==> src/rtl/rcs_pkg.sv <==
package rcs_pkg;
  typedef enum logic [1:0] {
    CPL_OK = 2'b00,
    CPL_UR = 2'b01
  } cpl_status_e;
endpackage

==> src/rtl/rcs_seg_math.sv <==
module rcs_seg_math
  import rcs_pkg::*;
#(
  parameter int unsigned ADDR_W   = 32,
  parameter int unsigned LEN_W    = 13,
  parameter int unsigned FINE_B   = 64,
  parameter int unsigned COARSE_B = 128,
  parameter logic [ADDR_W-1:0] REMAP_ADDR = 32'h000C_0000
) (
  input  logic [ADDR_W-1:0] cur_addr,
  input  logic [ADDR_W-1:0] end_addr,
  input  logic [LEN_W-1:0]  full_len,
  input  logic              coarse,
  input  logic              start_ok,
  output logic [ADDR_W-1:0] seg_addr,
  output logic [LEN_W-1:0]  seg_bytes,
  output logic [1:0]        seg_status,
  output logic              seg_last,
  output logic [ADDR_W-1:0] seg_next
);
  localparam logic [ADDR_W-1:0] FINE_MASK   = ADDR_W'(FINE_B - 1);
  localparam logic [ADDR_W-1:0] COARSE_MASK = ADDR_W'(COARSE_B - 1);

  logic [ADDR_W-1:0] blk_end;
  logic [ADDR_W-1:0] stop_addr;
  logic [ADDR_W-1:0] span;
  logic              reach_end;

  always_comb begin
    blk_end   = cur_addr | (coarse ? COARSE_MASK : FINE_MASK);
    reach_end = (blk_end >= end_addr);
    stop_addr = reach_end ? end_addr : blk_end;
    span      = stop_addr - cur_addr;
    seg_next  = blk_end + ADDR_W'(1);
    if (start_ok) begin
      seg_addr   = cur_addr;
      seg_bytes  = span[LEN_W-1:0] + LEN_W'(1);
      seg_status = CPL_OK;
      seg_last   = reach_end;
    end else begin
      seg_addr   = REMAP_ADDR;
      seg_bytes  = full_len;
      seg_status = CPL_UR;
      seg_last   = 1'b1;
    end
  end
endmodule

==> src/rtl/rcs_seq.sv <==
module rcs_seq
  import rcs_pkg::*;
#(
  parameter int unsigned ADDR_W   = 32,
  parameter int unsigned LEN_W    = 13,
  parameter int unsigned FINE_B   = 64,
  parameter int unsigned COARSE_B = 128,
  parameter logic [ADDR_W-1:0] REMAP_ADDR = 32'h000C_0000
) (
  input  logic              clk,
  input  logic              rst_n,
  input  logic              req_valid,
  output logic              req_ready,
  input  logic [ADDR_W-1:0] req_addr,
  input  logic [LEN_W-1:0]  req_len,
  input  logic              req_coarse,
  input  logic              req_start_ok,
  input  logic              cpl_ready,
  output logic              cpl_valid,
  output logic [ADDR_W-1:0] cur_q,
  output logic [ADDR_W-1:0] end_q,
  output logic [LEN_W-1:0]  len_q,
  output logic              coarse_q,
  output logic              ok_q,
  input  logic [ADDR_W-1:0] seg_addr,
  input  logic [LEN_W-1:0]  seg_bytes,
  input  logic [1:0]        seg_status,
  input  logic              seg_last,
  input  logic [ADDR_W-1:0] seg_next
);
  localparam int unsigned FINE_SH   = $clog2(FINE_B);
  localparam int unsigned COARSE_SH = $clog2(COARSE_B);

  logic              busy_q, busy_d;
  logic [ADDR_W-1:0] cur_d, end_d;
  logic [LEN_W-1:0]  len_d, eff_len;
  logic              coarse_d, ok_d;
  logic              ld_en, adv_en;

  assign req_ready = ~busy_q;
  assign cpl_valid = busy_q;

  always_comb begin
    ld_en    = ~busy_q & req_valid;
    adv_en   = busy_q & cpl_ready;
    eff_len  = (req_len == '0) ? LEN_W'(1) : req_len;
    busy_d   = busy_q;
    cur_d    = cur_q;
    end_d    = end_q;
    len_d    = len_q;
    coarse_d = coarse_q;
    ok_d     = ok_q;
    if (ld_en) begin
      busy_d   = 1'b1;
      cur_d    = req_addr;
      end_d    = req_addr + ADDR_W'(eff_len) - ADDR_W'(1);
      len_d    = eff_len;
      coarse_d = req_coarse;
      ok_d     = req_start_ok;
    end else if (adv_en) begin
      if (seg_last) busy_d = 1'b0;
      else          cur_d  = seg_next;
    end
  end

  always_ff @(posedge clk or negedge rst_n) begin
    if (!rst_n) begin
      busy_q   <= 1'b0;
      cur_q    <= '0;
      end_q    <= '0;
      len_q    <= '0;
      coarse_q <= 1'b0;
      ok_q     <= 1'b0;
    end else begin
      busy_q <= busy_d;
      if (ld_en || adv_en) cur_q <= cur_d;
      if (ld_en) begin
        end_q    <= end_d;
        len_q    <= len_d;
        coarse_q <= coarse_d;
        ok_q     <= ok_d;
      end
    end
  end

  assert_ready_R9: assert property (@(posedge clk) disable iff (!rst_n)
    cpl_valid |-> !req_ready);

  assert_hold_R11: assert property (@(posedge clk) disable iff (!rst_n)
    (cpl_valid && !cpl_ready) |=> (cpl_valid && $stable(seg_addr) &&
      $stable(seg_bytes) && $stable(seg_last) && $stable(seg_status)));

  assert_order_R5: assert property (@(posedge clk) disable iff (!rst_n)
    (cpl_valid && cpl_ready && !seg_last) |=>
      (cpl_valid && seg_addr == $past(seg_addr) + ADDR_W'($past(seg_bytes))));

  assert_remap_R7: assert property (@(posedge clk) disable iff (!rst_n)
    (cpl_valid && seg_status == CPL_UR) |-> (seg_last && seg_addr == REMAP_ADDR));

  assert_fine_R2: assert property (@(posedge clk) disable iff (!rst_n)
    (cpl_valid && ok_q && !coarse_q) |->
      (((seg_addr ^ (seg_addr + ADDR_W'(seg_bytes) - ADDR_W'(1))) >> FINE_SH) == '0));

  assert_coarse_R3: assert property (@(posedge clk) disable iff (!rst_n)
    (cpl_valid && ok_q && coarse_q) |->
      (((seg_addr ^ (seg_addr + ADDR_W'(seg_bytes) - ADDR_W'(1))) >> COARSE_SH) == '0));

  assert_status_R8: assert property (@(posedge clk) disable iff (!rst_n)
    (cpl_valid && ok_q) |-> (seg_status == CPL_OK && seg_bytes != '0));
endmodule

==> src/rtl/rd_cpl_segmenter.sv <==
module rd_cpl_segmenter
  import rcs_pkg::*;
#(
  parameter int unsigned ADDR_W   = 32,
  parameter int unsigned LEN_W    = 13,
  parameter int unsigned FINE_B   = 64,
  parameter int unsigned COARSE_B = 128,
  parameter logic [ADDR_W-1:0] REMAP_ADDR = 32'h000C_0000
) (
  input  logic              clk,
  input  logic              rst_n,
  input  logic              req_valid,
  output logic              req_ready,
  input  logic [ADDR_W-1:0] req_addr,
  input  logic [LEN_W-1:0]  req_len,
  input  logic              req_coarse,
  input  logic              req_start_ok,
  output logic              cpl_valid,
  input  logic              cpl_ready,
  output logic [ADDR_W-1:0] cpl_addr,
  output logic [LEN_W-1:0]  cpl_bytes,
  output logic [1:0]        cpl_status,
  output logic              cpl_last
);
  logic [ADDR_W-1:0] cur_q, end_q, seg_next;
  logic [LEN_W-1:0]  len_q;
  logic              coarse_q, ok_q;

  rcs_seq #(
    .ADDR_W(ADDR_W), .LEN_W(LEN_W), .FINE_B(FINE_B),
    .COARSE_B(COARSE_B), .REMAP_ADDR(REMAP_ADDR)
  ) u_seq (
    .clk(clk), .rst_n(rst_n),
    .req_valid(req_valid), .req_ready(req_ready),
    .req_addr(req_addr), .req_len(req_len),
    .req_coarse(req_coarse), .req_start_ok(req_start_ok),
    .cpl_ready(cpl_ready), .cpl_valid(cpl_valid),
    .cur_q(cur_q), .end_q(end_q), .len_q(len_q),
    .coarse_q(coarse_q), .ok_q(ok_q),
    .seg_addr(cpl_addr), .seg_bytes(cpl_bytes), .seg_status(cpl_status),
    .seg_last(cpl_last), .seg_next(seg_next)
  );

  rcs_seg_math #(
    .ADDR_W(ADDR_W), .LEN_W(LEN_W), .FINE_B(FINE_B),
    .COARSE_B(COARSE_B), .REMAP_ADDR(REMAP_ADDR)
  ) u_math (
    .cur_addr(cur_q), .end_addr(end_q), .full_len(len_q),
    .coarse(coarse_q), .start_ok(ok_q),
    .seg_addr(cpl_addr), .seg_bytes(cpl_bytes), .seg_status(cpl_status),
    .seg_last(cpl_last), .seg_next(seg_next)
  );
endmodule

==> config.mk <==
export PLATFORM = sky130hd
export DESIGN_NAME = rd_cpl_segmenter
export DESIGN_NICKNAME = d
export VERILOG_FILES = /design/src/rtl/rcs_pkg.sv /design/src/rtl/rcs_seg_math.sv /design/src/rtl/rcs_seq.sv /design/src/rtl/rd_cpl_segmenter.sv
export SDC_FILE = /design/constraint.sdc
export NUM_CORES = 1
export LEC_CHECK = 0
export BUFFER_PORTS_ARGS = -buffer_cell sky130_fd_sc_hd__clkbuf_2
export CORE_MARGIN = 3
export CORE_UTILIZATION = 35
export DETAILED_ROUTE_END_ITERATION = 12
export PLACE_DENSITY_LB_ADDON = 0.1
export SETUP_SLACK_MARGIN = 0.2
export SLEW_MARGIN = 10
export SYNTH_ARGS = -nofsm -noshare
export SYNTH_HDL_FRONTEND = slang
export SYNTH_HIERARCHICAL = 1
export SYNTH_SLANG_ARGS = --single-unit
==> constraint.sdc <==
create_clock -name clk -period 15.13 [get_ports clk]
set_input_delay 3.026 -clock clk [delete_from_list [all_inputs] [get_ports clk]]
set_output_delay 3.026 -clock clk [all_outputs]
set_load 0.05 [all_outputs]
### After elaboration in Yosys (flattened, before gate mapping)

Cells that the tools add are included.

* register bits after elaboration: 80
* word-level logic and storage cells: 36
* input port bits: 51

* equal/unequal tests: 1
* reductions and logical operators: 6
* bitwise operators: 4
* multiplexer cells: 13
* add/subtract/negate cells: 5
* $lt $le $gt $ge: 1

Operator list (number)
* $mux W32: 4
* $mux W13: 3
* $add A32 B1 Y32 const B: 1
* $add A32 B13 Y32: 1
* $ge A32 B32 Y1: 1
* $or A32 B7 Y32: 1
* $sub A32 B1 Y32 const B: 1
* $add A13 B1 Y13 const B: 1
* $logic_not A13 Y1: 1
* $sub A13 B13 Y13: 1
* $mux W7: 1
* $mux W1: 5
* $reduce_bool A2 Y1: 2
* $reduce_and A3 Y1: 1
* $and A1 B1 Y1: 2
* $ne A2 B1 Y1 const B: 1
* $reduce_and A2 Y1: 1
* $logic_or A1 B1 Y1: 1
* $not A1 Y1: 1

### Longest topological paths before layout

Gate-level depths: netlist (run 1).

* word-level depth: 7
* mapped depth: 23
* gate-level depth less buffers: 22

### Modules after synthesis

The synthesis (run 1) kept the hierarchy.

By module, submodules not included
* rcs_seq: sequential area each 2001.9 um2, cells each 634, instances 1, area each 5235.0 um2
* rcs_seg_math: sequential area each 0.0 um2, cells each 336, instances 1, area each 2298.5 um2

### Least setup slack after synthesis (run 1)

No wires, ideal clock.

* path type: flip-flop to output port
* from: register u_seq.coarse_q
* to: output port cpl_bytes[9]
* arrival: 4.956 ns
* path slack: 7.148 ns
* cell stages (with the launch flop): 24
* cells stage by stage: dfrtp_1 nor2_1 ha_1 nand4_1 o221ai_1 a221oi_2 o41ai_2 o21a_2 nor2_2 buf_2 nor2_1 ha_1 inv_1 ha_1 inv_1 fa_1 nor2b_1 o21ai_1 a21oi_1 o21ai_1 a21oi_1 o21a_1 nor3_1 o31ai_1

* longest elaborated chain between the ends: 7

Ends and longest elaborated chain
* from (decl): RTL line rcs_seq.sv:23 `output logic coarse_q,`
* from (signal assigned): RTL line rcs_seq.sv:80 `coarse_q <= coarse_d;`
* $mux W7 (*): RTL line rcs_seg_math.sv:30 `blk_end = cur_addr | (coarse ? COARSE_MASK : FINE_MASK);`
* $or A32 B7 Y32 (*): RTL line rcs_seg_math.sv:30
* $ge A32 B32 Y1: RTL line rcs_seg_math.sv:31 `reach_end = (blk_end >= end_addr);`
* $mux W13 (*): RTL line rcs_seg_math.sv:32 `stop_addr = reach_end ? end_addr : blk_end;`
* $sub A13 B13 Y13 (*): RTL line rcs_seg_math.sv:33 `span = stop_addr - cur_addr;`
* $add A13 B1 Y13 (*): RTL line rcs_seg_math.sv:37 `seg_bytes = span[LEN_W-1:0] + LEN_W'(1);`
* $mux W13 (*): RTL line rcs_seg_math.sv:35 `if (start_ok) begin`
* to (decl): RTL line rd_cpl_segmenter.sv:21 `output logic [LEN_W-1:0] cpl_bytes,`

Mark *: on every way between the ends. The rest lies on a longest branch, timed or not.

### Worst setup path after layout (run 1)

Same ends and word-level chain as after synthesis.

==> results of run 1 <==
-- worst max-delay path, delay by kind of cell (launching register included) --
| kind | cells | cell delay [ns] |
|---|---|---|
| fa+ha+maj | 4 | 1.17 |
| flops | 1 | 0.38 |
| buf+inv | 3 | 0.44 |
| simple gates | 6 | 1.08 |
| compound gates | 10 | 1.86 |
-- logic make-up (layout without fill, tap and decap cells) --
group           Yosys count  in the layout  share of synthesized area (%)
compound gates          234            234                          19.98
xor+xnor                 49             49                          5.697
fa+ha+maj                95             95                          15.98
buf+inv                 173            246                          9.135
flops                    80             80                          26.57
mux                      23             23                          3.222
other cells               1              7                        0.04978
simple gates            315            315                          19.37
-- cell usage in the layout, fill, tap and decap left out, drive strengths merged, types with 5 or more instances in the layout --
cell type	n
inv	132
nand2	115
clkbuf	107
ha	93
nor2	87
dfrtp	80
o21ai	77
a21oi	54
xnor2	26
xor2	23
nand4	21
and2	20
o22ai	18
nor3	16
nand3	16
mux2i	16
a21o	13
o21a	13
and3	9
o31ai	9
a211oi	7
conb	7
o211ai	7
or2	7
mux2	7
buf	6
a31oi	6
o21bai	5
nor2b	5
-- registers in the layout, summed over array words and instances (netlist names) --
signal / flops
u_seq/end_q: 32
u_seq/coarse_q: 1
u_seq/len_q: 13
u_seq/ok_q: 1
u_seq/cur_q: 32
u_seq/cpl_valid: 1
-- metrics by stage --
| stage | util, % | hold slack [ns] | setup slack [ns] | cells | instance area (sq um) |
|---|---|---|---|---|---|
| final | 40.38 | 0.4852 | 6.835 | 1324 | 8516 |
| after global routing | 40.38 | 0.4992 | 6.345 | 1324 | 8516 |
| after CTS | 40.38 | 0.4871 | 6.810 | 1324 | 8516 |
| after detailed placement | 39.03 | 0.4685 | 7.210 | 1308 | 8230 |
| after global placement | 39.03 | 0.4587 | 7.327 | 1308 | 8230 |
| after floorplan | - | 0.4422 | 7.148 | 976 | 7556 |
-- area by class of cell --
type	count	area, sq um	area share (%)
Inverter	126	473.0	5.554
Multi-Input combinational cell	723	4876	57.26
Sequential cell	80	2002	23.51
Tap cell	275	344.1	4.041
Timing Repair Buffer	104	535.5	6.289
Clock buffer	9	225.2	2.645
Clock inverter	7	60.06	0.7053
-- how the worst min path moves through the flow --
| stage | slack, ns | cells after the start | endpoint | from |
|---|---|---|---|---|
| global placement | 0.46 | 2 | u_seq/len_q[6] | u_seq/len_q[6] |
| global route | 0.50 | 2 | u_seq/coarse_q | u_seq/coarse_q |
| CTS | 0.49 | 2 | u_seq/coarse_q | u_seq/coarse_q |
| floorplan | 0.44 | 2 | u_seq/len_q[11] | u_seq/len_q[11] |
| detailed placement | 0.47 | 2 | u_seq/coarse_q | u_seq/coarse_q |
| finish | 0.49 | 2 | u_seq/len_q[6] | u_seq/len_q[6] |
-- metal layers --
layer | routed length, um | GRT usage (%)
met2 | 8951 | 26.30
met3 | 754 | 2.073
met5 | 0 | 0
met1 | 12870 | 32.73
met4 | 212 | 3.988
==> impl_metrics.xml, run 1 <==
<?xml version="1.0" encoding="UTF-8"?>
<metrics>
  <group name="timing">
    <metric name="final.min_clock_period" unit="ns">8.295</metric>
    <metric name="finalCritPeriodShare" unit="%">54.82</metric>
    <metric name="report.final.hold_viol_count" unit="">0</metric>
    <metric name="finalSetupTns" unit="ns">0</metric>
    <metric name="maxClockFrequency" unit="MHz">120.6</metric>
    <metric name="slew_violations" unit="">0</metric>
    <metric name="finalClockSkew" unit="ns">0.01181</metric>
    <metric name="timing_worst_slew_pin_value" unit="ns">0.8585</metric>
    <metric name="setup_viol" unit="">0</metric>
    <metric name="slew_headroom" unit="%">42.77</metric>
    <metric name="rsz_0062_raised_after_global_routing" unit="">false</metric>
  </group>
  <group name="cts">
    <metric name="htree_num_levels" unit="">3</metric>
    <metric name="count_of_instances_resized_after_the_clock_tree_is_built" unit="">0</metric>
    <metric name="worst_skew_pair.late_latency" unit="ns">0.35</metric>
    <metric name="clock-sinks" unit="">80</metric>
    <metric name="cts_inserted_buffers" unit="">9</metric>
    <metric name="clk_pin_slew" unit="ns">0.07</metric>
    <metric name="number_of_post_cts_setup_repair_buffers" unit="">0</metric>
    <metric name="cts_hold_repair.buffers" unit="">0</metric>
    <metric name="cts_tree" unit="">done</metric>
    <metric name="cts_buffer_depth" unit="">2</metric>
    <metric name="cts_root_buffer" unit="">sky130_fd_sc_hd__clkbuf_16</metric>
  </group>
  <group name="critical_path">
    <metric name="required" unit="ns">12.10</metric>
    <metric name="reg2reg_from" unit="">u_seq/coarse_q</metric>
    <metric name="startpoint_type" unit="">flop</metric>
    <metric name="cpMaxStageDelayCell" unit="">sky130_fd_sc_hd__nor2_2</metric>
    <metric name="cp-end-kind" unit="">output pin</metric>
    <metric name="rr_endpoint" unit="">u_seq/cur_q[22]</metric>
    <metric name="critical_path.most_common_cell" unit="">sky130_fd_sc_hd__ha_1</metric>
    <metric name="max_stage_delay" unit="ns">0.49</metric>
    <metric name="r2r.worst_path.cells" unit="">14</metric>
    <metric name="critPathLaunch" unit="">u_seq/coarse_q</metric>
    <metric name="r2r_slack" unit="ns">11.28</metric>
    <metric name="worst-path-max-fanout" unit="">19</metric>
    <metric name="crit_end" unit="">cpl_bytes[9]</metric>
    <metric name="worstPathArrival" unit="ns">5.27</metric>
    <metric name="crit_chain" unit="">nor2_1 -&gt; ha_1 -&gt; nand4_1 -&gt; o221ai_1 -&gt; a221oi_2 -&gt; o41ai_2 -&gt; o21a_2 -&gt; nor2_2 -&gt; nor2_1 -&gt; ha_1 -&gt; inv_1 -&gt; ha_1 -&gt; inv_1 -&gt; fa_1 -&gt; nor2b_1 -&gt; o21ai_1 -&gt; a21oi_1 -&gt; o21ai_1 -&gt; a21oi_1 -&gt; o21a_1 -&gt; nor3_1 -&gt; o31ai_1 -&gt; clkbuf_2</metric>
    <metric name="criticalPathCategory" unit="">flop to output pin</metric>
  </group>
  <group name="yosys">
    <metric name="ys_ff_latch" unit="">80</metric>
    <metric name="yosys.area.top_type" unit="">sky130_fd_sc_hd__dfrtp_1</metric>
    <metric name="mappedNetlistArea" unit="sq um">7533</metric>
    <metric name="synth_cell_type_count" unit="">74</metric>
    <metric name="synth.top_cells.by_count" unit="">125 x sky130_fd_sc_hd__inv_1, 114 x sky130_fd_sc_hd__nand2_1, 93 x sky130_fd_sc_hd__ha_1, 86 x sky130_fd_sc_hd__nor2_1, 80 x sky130_fd_sc_hd__dfrtp_1</metric>
    <metric name="synthDominantCellAreaShare" unit="%">26.57</metric>
    <metric name="yosys_most_used_dff" unit="">sky130_fd_sc_hd__dfrtp_1</metric>
    <metric name="syn-mean-instance-area" unit="sq um">7.766</metric>
    <metric name="synth-edff-count" unit="">0</metric>
    <metric name="synthMostInstantiatedCell" unit="">sky130_fd_sc_hd__inv_1</metric>
    <metric name="synth-async-reset-ratio" unit="%">100.0</metric>
    <metric name="ys_seq_area_share" unit="%">26.57</metric>
    <metric name="synthesized_netlist_cell_count" unit="">970</metric>
    <metric name="yosysWarnings" unit="">6</metric>
    <metric name="ys_top_cells_by_area" unit="">sky130_fd_sc_hd__dfrtp_1 27%, sky130_fd_sc_hd__ha_1 15%, sky130_fd_sc_hd__inv_1 6.2%, sky130_fd_sc_hd__nand2_1 5.7%, sky130_fd_sc_hd__nor2_1 4.3%</metric>
  </group>
  <group name="hold_path">
    <metric name="holdCritPathClass" unit="">flop to flop</metric>
  </group>
  <group name="route">
    <metric name="routed_wirelength" unit="um">22790</metric>
    <metric name="vias" unit="">6756</metric>
    <metric name="first_iter_violations" unit="">487</metric>
    <metric name="route.detailed.vias_per_inst" unit="">5.103</metric>
    <metric name="wl_per_cell" unit="um">17.21</metric>
    <metric name="detail-route-antenna-nets" unit="">0</metric>
    <metric name="drc" unit="">0</metric>
    <metric name="detailedRoute.firstPassIterationCount" unit="">5</metric>
  </group>
  <group name="finish">
    <metric name="final.fill_count" unit="">2286</metric>
    <metric name="area.growth.synth_to_final" unit="%">13.04</metric>
    <metric name="fraction_of_layout_instances_using_a_drive_strength_above_1" unit="%">14.20</metric>
    <metric name="final_net_count" unit="">1190</metric>
    <metric name="antenna_cells" unit="">0</metric>
  </group>
  <group name="placed_design">
    <metric name="numPortBuffers" unit="">99</metric>
    <metric name="gp_congestion" unit="">0.9171</metric>
    <metric name="detailed_placement_wirelength_estimate" unit="um">17910</metric>
  </group>
  <group name="global_route">
    <metric name="grt_util_all_layers" unit="%">19.51</metric>
    <metric name="wire_length_of_the_first_global_routing_pass" unit="um">36460</metric>
    <metric name="first_global_vias" unit="">6452</metric>
    <metric name="antenna_found_initial" unit="">0</metric>
    <metric name="globalRoute.totalOverflow" unit="">0</metric>
    <metric name="grt_max_degree" unit="">89</metric>
  </group>
  <group name="floorplan">
    <metric name="pin_count" unit="">101</metric>
    <metric name="die_width" unit="um">152.7</metric>
    <metric name="die_height" unit="um">152.7</metric>
    <metric name="placeableCoreArea" unit="sq um">21090</metric>
    <metric name="initial_utilization" unit="%">35.72</metric>
    <metric name="dieArea" unit="sq um">23320</metric>
    <metric name="num_rows" unit="">53</metric>
  </group>
  <group name="status">
    <metric name="run_status" unit="">finished, final reports clean</metric>
  </group>
  <group name="flow_run">
    <metric name="cap_violations" unit="">0</metric>
  </group>
</metrics>
Power of run 1 is not shown: default switching activity piles up to over one toggle a cycle in this logic, so the estimate is an artifact.
==> run 2: changes to the inputs <==
Settings changed: ABC_AREA from default to 1.
Clock period 15.13 ns to 7.8 ns, I/O delays scaled along.
==> impl_metrics.xml, run 2 <==
<?xml version="1.0" encoding="UTF-8"?>
<metrics>
  <group name="status">
    <metric name="run_status" unit="">finished, final reports clean</metric>
  </group>
  <group name="global_route">
    <metric name="globalRoute.totalOverflow" unit="">0</metric>
    <metric name="antenna_found_initial" unit="">0</metric>
    <metric name="wire_length_of_the_first_global_routing_pass" unit="um">41900</metric>
    <metric name="first_global_vias" unit="">7710</metric>
    <metric name="grt_util_all_layers" unit="%">20.20</metric>
    <metric name="grt_max_degree" unit="">65</metric>
  </group>
  <group name="route">
    <metric name="drc" unit="">0</metric>
    <metric name="wl_per_cell" unit="um">14.87</metric>
    <metric name="detailedRoute.firstPassIterationCount" unit="">5</metric>
    <metric name="route.detailed.vias_per_inst" unit="">4.655</metric>
    <metric name="routed_wirelength" unit="um">26200</metric>
    <metric name="vias" unit="">8202</metric>
    <metric name="detail-route-antenna-nets" unit="">0</metric>
    <metric name="first_iter_violations" unit="">498</metric>
  </group>
  <group name="power_and_ir_drop">
    <metric name="cellPowerDensity" unit="nW/um^2">480.0</metric>
    <metric name="power.static_leakage" unit="nW">5.683</metric>
    <metric name="post-layout-total-power" unit="mW">4.610</metric>
    <metric name="peakVddDrop" unit="mV">0.5512</metric>
  </group>
  <group name="floorplan">
    <metric name="initial_utilization" unit="%">35.88</metric>
    <metric name="pin_count" unit="">101</metric>
    <metric name="num_rows" unit="">56</metric>
    <metric name="die_height" unit="um">161.8</metric>
    <metric name="die_width" unit="um">161.8</metric>
    <metric name="placeableCoreArea" unit="sq um">23680</metric>
    <metric name="dieArea" unit="sq um">26190</metric>
  </group>
  <group name="timing">
    <metric name="finalSetupTns" unit="ns">0</metric>
    <metric name="post-route-worst-setup-slack" unit="ns">1.471</metric>
    <metric name="final.min_clock_period" unit="ns">6.329</metric>
    <metric name="report.final.hold_viol_count" unit="">0</metric>
    <metric name="slew_violations" unit="">0</metric>
    <metric name="finalCritPeriodShare" unit="%">81.14</metric>
    <metric name="maxClockFrequency" unit="MHz">158.0</metric>
    <metric name="finalClockSkew" unit="ns">0.01295</metric>
    <metric name="setup_viol" unit="">0</metric>
    <metric name="rsz_0062_raised_after_global_routing" unit="">false</metric>
    <metric name="slew_headroom" unit="%">48.85</metric>
    <metric name="timing_worst_slew_pin_value" unit="ns">0.7672</metric>
  </group>
  <group name="hold_path">
    <metric name="whs_endpoint" unit="">u_seq/coarse_q</metric>
    <metric name="holdCritPathClass" unit="">flop to flop</metric>
    <metric name="startpoint_of_the_lowest_slack_hold_path" unit="">u_seq/coarse_q</metric>
    <metric name="hold_depth" unit="">2</metric>
  </group>
  <group name="finish">
    <metric name="utilization" unit="%">40.56</metric>
    <metric name="most-common-layout-cells" unit="">458 x sky130_fd_sc_hd__nand2_1, 268 x sky130_fd_sc_hd__inv_1, 98 x sky130_fd_sc_hd__clkbuf_2, 98 x sky130_fd_sc_hd__nor2_1, 93 x sky130_fd_sc_hd__ha_1</metric>
    <metric name="fraction_of_layout_instances_using_a_drive_strength_above_1" unit="%">11.16</metric>
    <metric name="area.growth.synth_to_final" unit="%">13.03</metric>
    <metric name="final_net_count" unit="">1584</metric>
    <metric name="antenna_cells" unit="">0</metric>
    <metric name="reg.largest.list" unit="">u_seq/cur_q: 32 flops, u_seq/end_q: 32 flops, u_seq/len_q: 13 flops</metric>
    <metric name="mostFrequentLayoutCell" unit="">sky130_fd_sc_hd__nand2_1</metric>
  </group>
  <group name="critical_path">
    <metric name="required" unit="ns">6.24</metric>
    <metric name="r2r.worst_path.cells" unit="">16</metric>
    <metric name="worstPathArrival" unit="ns">4.77</metric>
    <metric name="startpoint_type" unit="">flop</metric>
    <metric name="cp-end-kind" unit="">output pin</metric>
    <metric name="r2r_slack" unit="ns">4.26</metric>
    <metric name="reg2reg_from" unit="">u_seq/cur_q[6]</metric>
    <metric name="criticalPathCategory" unit="">flop to output pin</metric>
    <metric name="worst-path-max-fanout" unit="">16</metric>
    <metric name="rr_endpoint" unit="">u_seq/cur_q[14]</metric>
  </group>
  <group name="cts">
    <metric name="htree_num_levels" unit="">3</metric>
    <metric name="clock-sinks" unit="">80</metric>
    <metric name="count_of_instances_resized_after_the_clock_tree_is_built" unit="">0</metric>
    <metric name="cts_root_buffer" unit="">sky130_fd_sc_hd__clkbuf_16</metric>
    <metric name="cts_inserted_buffers" unit="">9</metric>
    <metric name="clk_pin_slew" unit="ns">0.06</metric>
    <metric name="number_of_post_cts_setup_repair_buffers" unit="">0</metric>
    <metric name="cts_tree" unit="">done</metric>
    <metric name="cts_buffer_depth" unit="">2</metric>
    <metric name="worst_skew_pair.late_latency" unit="ns">0.35</metric>
    <metric name="cts_hold_repair.buffers" unit="">0</metric>
  </group>
  <group name="yosys">
    <metric name="yosys.area.top_type" unit="">sky130_fd_sc_hd__dfrtp_1</metric>
    <metric name="synth-edff-count" unit="">0</metric>
    <metric name="synthesized_netlist_cell_count" unit="">1353</metric>
    <metric name="ys_seq_area_share" unit="%">23.56</metric>
    <metric name="synth_cell_type_count" unit="">41</metric>
    <metric name="yosys_most_used_dff" unit="">sky130_fd_sc_hd__dfrtp_1</metric>
    <metric name="synthDominantCellAreaShare" unit="%">23.56</metric>
    <metric name="mappedNetlistArea" unit="sq um">8498</metric>
    <metric name="ys_top_cells_by_area" unit="">sky130_fd_sc_hd__dfrtp_1 24%, sky130_fd_sc_hd__nand2_1 20%, sky130_fd_sc_hd__ha_1 14%, sky130_fd_sc_hd__inv_1 12%, sky130_fd_sc_hd__nor2_1 4.3%</metric>
    <metric name="synthMostInstantiatedCell" unit="">sky130_fd_sc_hd__nand2_1</metric>
    <metric name="synth.top_cells.by_count" unit="">458 x sky130_fd_sc_hd__nand2_1, 268 x sky130_fd_sc_hd__inv_1, 98 x sky130_fd_sc_hd__nor2_1, 93 x sky130_fd_sc_hd__ha_1, 80 x sky130_fd_sc_hd__dfrtp_1</metric>
    <metric name="yosysWarnings" unit="">6</metric>
    <metric name="synth-async-reset-ratio" unit="%">100.0</metric>
    <metric name="syn-mean-instance-area" unit="sq um">6.281</metric>
    <metric name="ys_ff_latch" unit="">80</metric>
  </group>
  <group name="placed_design">
    <metric name="detailed_placement_wirelength_estimate" unit="um">21010</metric>
    <metric name="gp_congestion" unit="">0.8674</metric>
    <metric name="numPortBuffers" unit="">99</metric>
    <metric name="dp_worst_setup_slack" unit="ns">1.771</metric>
  </group>
  <group name="flow_run">
    <metric name="cap_violations" unit="">0</metric>
  </group>
</metrics>
run 2: changes by cell type after synthesis, sizes merged, moves of 9 or more:
| cell | previous run | this run |
|---|---|---|
| a21o | 13 | 4 |
| and2 | 20 | 1 |
| a21oi | 54 | 42 |
| and3 | 9 | 0 |
| o21a | 13 | 2 |
| inv | 126 | 273 |
| o21ai | 77 | 49 |
| clkbuf | 30 | 12 |
| mux2i | 16 | 0 |
| o22ai | 18 | 0 |
| nor2 | 87 | 108 |
| nand2 | 115 | 465 |
| a31oi | 6 | 36 |
| nand3 | 16 | 75 |
run 2: report_power, final:
part           switching [mW]  internal, mW
clock                   0.188         0.291
combinational            2.27          1.02
sequential              0.221         0.617
run 2: metal layers:
layer	wire, um	up-vias	global-route usage, %
li1	-	4343	-
met1	13800	3716	30.88
met2	11270	129	30.65
met3	859	14	2.244
met4	276	0	4.188
met5	0	-	0
run 2: how the worst max path moves through the flow:
stage	slack, ns	depth (start not counted)	endpoint	from
after detailed placement	1.77	22	cpl_bytes[9]	u_seq/cur_q[13]
after global placement	1.84	22	cpl_bytes[9]	u_seq/cur_q[13]
final	1.47	22	cpl_bytes[9]	u_seq/cur_q[13]
after floorplan	2.03	24	cpl_bytes[9]	u_seq/cur_q[6]
after CTS	1.39	22	cpl_bytes[9]	u_seq/cur_q[13]
after global routing	1.00	25	cpl_bytes[9]	u_seq/cur_q[6]
run 2: final cells by class:
cell class | count | area (sq um)
repair buffers | 104 | 535.5
multi-input cells | 970 | 5321
inverters | 273 | 1025
clock inverters | 4 | 76.32
fillers | 2684 | 14080
well taps | 319 | 399.1
flip-flops and latches | 80 | 2002
clock buffers | 12 | 246.5
run 2: kinds of logic after synthesis:
kind of cell / Yosys count / synth area share (%)
flops: 80 / 23.56
fa+ha+maj: 95 / 14.16
buf+inv: 309 / 14.24
simple gates: 686 / 34.42
other cells: 1 / 0.04413
compound gates: 140 / 9.246
xor+xnor: 42 / 4.329
run 2: critical path, stage by stage, from the launching register on:
cell	delay (ns)
sky130_fd_sc_hd__dfrtp_1	0.50
sky130_fd_sc_hd__ha_1	0.35
sky130_fd_sc_hd__nand2_1	0.05
sky130_fd_sc_hd__nor2_1	0.30
sky130_fd_sc_hd__nand3_1	0.13
sky130_fd_sc_hd__nand3_1	0.15
sky130_fd_sc_hd__nand2_1	0.06
sky130_fd_sc_hd__nand3_1	0.40
sky130_fd_sc_hd__inv_1	0.21
sky130_fd_sc_hd__or2_2	0.31
sky130_fd_sc_hd__inv_1	0.06
sky130_fd_sc_hd__ha_1	0.21
sky130_fd_sc_hd__inv_1	0.06
sky130_fd_sc_hd__ha_1	0.19
sky130_fd_sc_hd__inv_1	0.08
sky130_fd_sc_hd__fa_1	0.40
sky130_fd_sc_hd__inv_1	0.11
sky130_fd_sc_hd__a21oi_1	0.09
sky130_fd_sc_hd__nor2_1	0.10
sky130_fd_sc_hd__nor2_1	0.05
sky130_fd_sc_hd__xor2_1	0.13
sky130_fd_sc_hd__o21ai_0	0.15
sky130_fd_sc_hd__clkbuf_2	0.31
run 2: metrics by stage:
stage | instance area (sq um) | cells | hold WS, ns
4_1_cts | 9605 | 1762 | 0.4839
2_1_floorplan | 8521 | 1359 | 0.4470
3_5_place_dp | 9283 | 1746 | 0.4663
6_report | 9605 | 1762 | 0.4780
3_3_place_gp | 9283 | 1746 | 0.4656
5_1_grt | 9605 | 1762 | 0.5011
(Power assumes the default switching activity.)
==> run 3: changes to the inputs <==
Settings changed: ABC_AREA 1 to 0.
Clock period 7.8 ns to 5.65 ns, I/O delays scaled along.
==> impl_metrics.xml, run 3 (synthesis results as in run 1) <==
<?xml version="1.0" encoding="UTF-8"?>
<metrics>
  <group name="global_route">
    <metric name="wire_length_of_the_first_global_routing_pass" unit="um">36580</metric>
    <metric name="first_global_vias" unit="">6422</metric>
    <metric name="grt_util_all_layers" unit="%">19.64</metric>
    <metric name="antenna_found_initial" unit="">1</metric>
    <metric name="grt_max_degree" unit="">89</metric>
    <metric name="globalRoute.totalOverflow" unit="">0</metric>
  </group>
  <group name="timing">
    <metric name="maxClockFrequency" unit="MHz">178.1</metric>
    <metric name="setup_viol" unit="">0</metric>
    <metric name="slew_violations" unit="">0</metric>
    <metric name="report.final.hold_viol_count" unit="">0</metric>
    <metric name="timing_worst_slew_pin_value" unit="ns">1.130</metric>
    <metric name="finalSetupTns" unit="ns">0</metric>
    <metric name="slew_headroom" unit="%">24.69</metric>
    <metric name="finalCritPeriodShare" unit="%">99.40</metric>
    <metric name="finalClockSkew" unit="ns">0.009491</metric>
    <metric name="fin_hold_ws" unit="ns">0.4834</metric>
    <metric name="final.min_clock_period" unit="ns">5.616</metric>
    <metric name="rsz_0062_raised_after_global_routing" unit="">true</metric>
  </group>
  <group name="route">
    <metric name="vias" unit="">6909</metric>
    <metric name="route.detailed.vias_per_inst" unit="">5.103</metric>
    <metric name="wl_per_cell" unit="um">17.25</metric>
    <metric name="detailedRoute.firstPassIterationCount" unit="">5</metric>
    <metric name="detail-route-antenna-nets" unit="">0</metric>
    <metric name="first_iter_violations" unit="">456</metric>
    <metric name="drc" unit="">0</metric>
    <metric name="routed_wirelength" unit="um">23350</metric>
  </group>
  <group name="finish">
    <metric name="mostFrequentLayoutCell" unit="">sky130_fd_sc_hd__inv_1</metric>
    <metric name="reg.largest.list" unit="">u_seq/cur_q: 32 flops, u_seq/end_q: 32 flops, u_seq/len_q: 13 flops</metric>
    <metric name="antenna_cells" unit="">0</metric>
    <metric name="final_net_count" unit="">1220</metric>
    <metric name="utilization" unit="%">42.89</metric>
    <metric name="area.growth.synth_to_final" unit="%">20.06</metric>
    <metric name="fin_cells" unit="">1354</metric>
    <metric name="fraction_of_layout_instances_using_a_drive_strength_above_1" unit="%">19.83</metric>
    <metric name="most-common-layout-cells" unit="">120 x sky130_fd_sc_hd__inv_1, 113 x sky130_fd_sc_hd__nand2_1, 91 x sky130_fd_sc_hd__clkbuf_2</metric>
  </group>
  <group name="critical_path">
    <metric name="rr_endpoint" unit="">u_seq/cur_q[27]</metric>
    <metric name="crit_end" unit="">cpl_bytes[11]</metric>
    <metric name="reg2reg_from" unit="">u_seq/end_q[6]</metric>
    <metric name="required" unit="ns">4.52</metric>
    <metric name="cp-end-kind" unit="">output pin</metric>
    <metric name="r2r.worst_path.cells" unit="">14</metric>
    <metric name="worstPathArrival" unit="ns">4.49</metric>
    <metric name="critPathLaunch" unit="">u_seq/end_q[6]</metric>
    <metric name="startpoint_type" unit="">flop</metric>
    <metric name="worst-path-max-fanout" unit="">5</metric>
    <metric name="r2r_slack" unit="ns">2.06</metric>
    <metric name="criticalPathCategory" unit="">flop to output pin</metric>
  </group>
  <group name="cts">
    <metric name="worst_skew_pair.late_latency" unit="ns">0.34</metric>
    <metric name="cts_hold_repair.buffers" unit="">0</metric>
    <metric name="cts_buffer_depth" unit="">2</metric>
    <metric name="clock-sinks" unit="">80</metric>
    <metric name="clk_pin_slew" unit="ns">0.07</metric>
    <metric name="cts_tree" unit="">done</metric>
    <metric name="htree_num_levels" unit="">3</metric>
    <metric name="cts_root_buffer" unit="">sky130_fd_sc_hd__clkbuf_16</metric>
    <metric name="cts_inserted_buffers" unit="">9</metric>
  </group>
  <group name="floorplan">
    <metric name="die_height" unit="um">152.7</metric>
    <metric name="dieArea" unit="sq um">23320</metric>
    <metric name="die_width" unit="um">152.7</metric>
    <metric name="num_rows" unit="">53</metric>
    <metric name="initial_utilization" unit="%">35.72</metric>
    <metric name="pin_count" unit="">101</metric>
    <metric name="placeableCoreArea" unit="sq um">21090</metric>
  </group>
  <group name="status">
    <metric name="run_status" unit="">finished, final reports clean</metric>
  </group>
  <group name="placed_design">
    <metric name="numPlacedInstances" unit="">1325</metric>
    <metric name="gp_congestion" unit="">0.8526</metric>
    <metric name="detailed_placement_wirelength_estimate" unit="um">18180</metric>
    <metric name="numPortBuffers" unit="">99</metric>
  </group>
  <group name="hold_path">
    <metric name="holdCritPathClass" unit="">flop to flop</metric>
  </group>
  <group name="flow_run">
    <metric name="cap_violations" unit="">0</metric>
  </group>
</metrics>
==> run 3: cell types whose count changed in the layout (fill, tap and decap cells not counted), moves of 11 or more <==
cell,previous run,this run
sky130_fd_sc_hd__a31oi_1,36,6
sky130_fd_sc_hd__nand3_1,69,16
sky130_fd_sc_hd__and2_1,1,20
sky130_fd_sc_hd__inv_1,268,120
sky130_fd_sc_hd__buf_4,6,34
sky130_fd_sc_hd__nand2_1,458,113
sky130_fd_sc_hd__o22ai_1,0,18
sky130_fd_sc_hd__nor2_1,98,85
sky130_fd_sc_hd__mux2i_1,0,16
sky130_fd_sc_hd__ha_1,93,82
sky130_fd_sc_hd__o21ai_1,7,22
==> run 3: cell type report <==
cell class,instances,area [sq um]
flip-flops and latches,80,2002
well taps,275,344.1
fillers,2185,12040
repair buffers,134,832.0
clock inverters,6,45.04
clock buffers,10,239.0
multi-input cells,723,5110
inverters,126,473.0
==> run 3: worst min path at each step <==
stage                                from         endpoint  cells after the start
after floorplan           u_seq/len_q[11]  u_seq/len_q[11]                      2
after global placement    u_seq/end_q[14]  u_seq/end_q[14]                      2
after detailed placement   u_seq/coarse_q   u_seq/coarse_q                      2
after CTS                  u_seq/end_q[7]   u_seq/end_q[7]                      2
after global routing      u_seq/end_q[15]  u_seq/end_q[15]                      2
final                     u_seq/end_q[15]  u_seq/end_q[15]                      2
==> run 3: stage by stage <==
step | instance area (sq um) | worst slack [ns]
2_1_floorplan | 7566 | -0.04075
3_3_place_gp | 8418 | 0.1349
3_5_place_dp | 8418 | 0.1031
4_1_cts | 8823 | 0.09346
5_1_grt | 9045 | -0.1612
6_report | 9045 | 0.03395
==> run 3: what timing repair did <==
| action | in CTS | in global routing |
|---|---|---|
| gates resized for setup | 17 | 34 |
| pin swaps | 12 | 24 |
| endpoints found under the setup margin | 6 | 6 |
| setup buffers | 7 | 6 |
==> run 3: metal layers <==
metal	share of wire (%)	GRT usage, %	vias up
li1	-	-	3517
met1	55	33.40	3204
met2	39	25.86	176
met3	5.3	2.613	12
met4	0.83	3.437	0
met5	0	0	-
==> run 3: worst max-delay path, cell delays in order, from the launching register on <==
cell                       delay, ns
sky130_fd_sc_hd__dfrtp_1        0.41
sky130_fd_sc_hd__ha_1           0.28
sky130_fd_sc_hd__nand4_1        0.10
sky130_fd_sc_hd__o221ai_2       0.20
sky130_fd_sc_hd__a221oi_2       0.10
sky130_fd_sc_hd__o41ai_2        0.40
sky130_fd_sc_hd__o21a_2         0.21
sky130_fd_sc_hd__nor2_4         0.05
sky130_fd_sc_hd__or2_4          0.25
sky130_fd_sc_hd__ha_4           0.28
sky130_fd_sc_hd__ha_4           0.21
sky130_fd_sc_hd__nor2b_2        0.15
sky130_fd_sc_hd__o21ai_2        0.14
sky130_fd_sc_hd__a21oi_2        0.09
sky130_fd_sc_hd__o21ai_2        0.16
sky130_fd_sc_hd__a21oi_2        0.09
sky130_fd_sc_hd__o211a_1        0.23
sky130_fd_sc_hd__or3_1          0.35
sky130_fd_sc_hd__a31o_1         0.26
sky130_fd_sc_hd__buf_12         0.16
Power of run 3 is left out for the same reason.
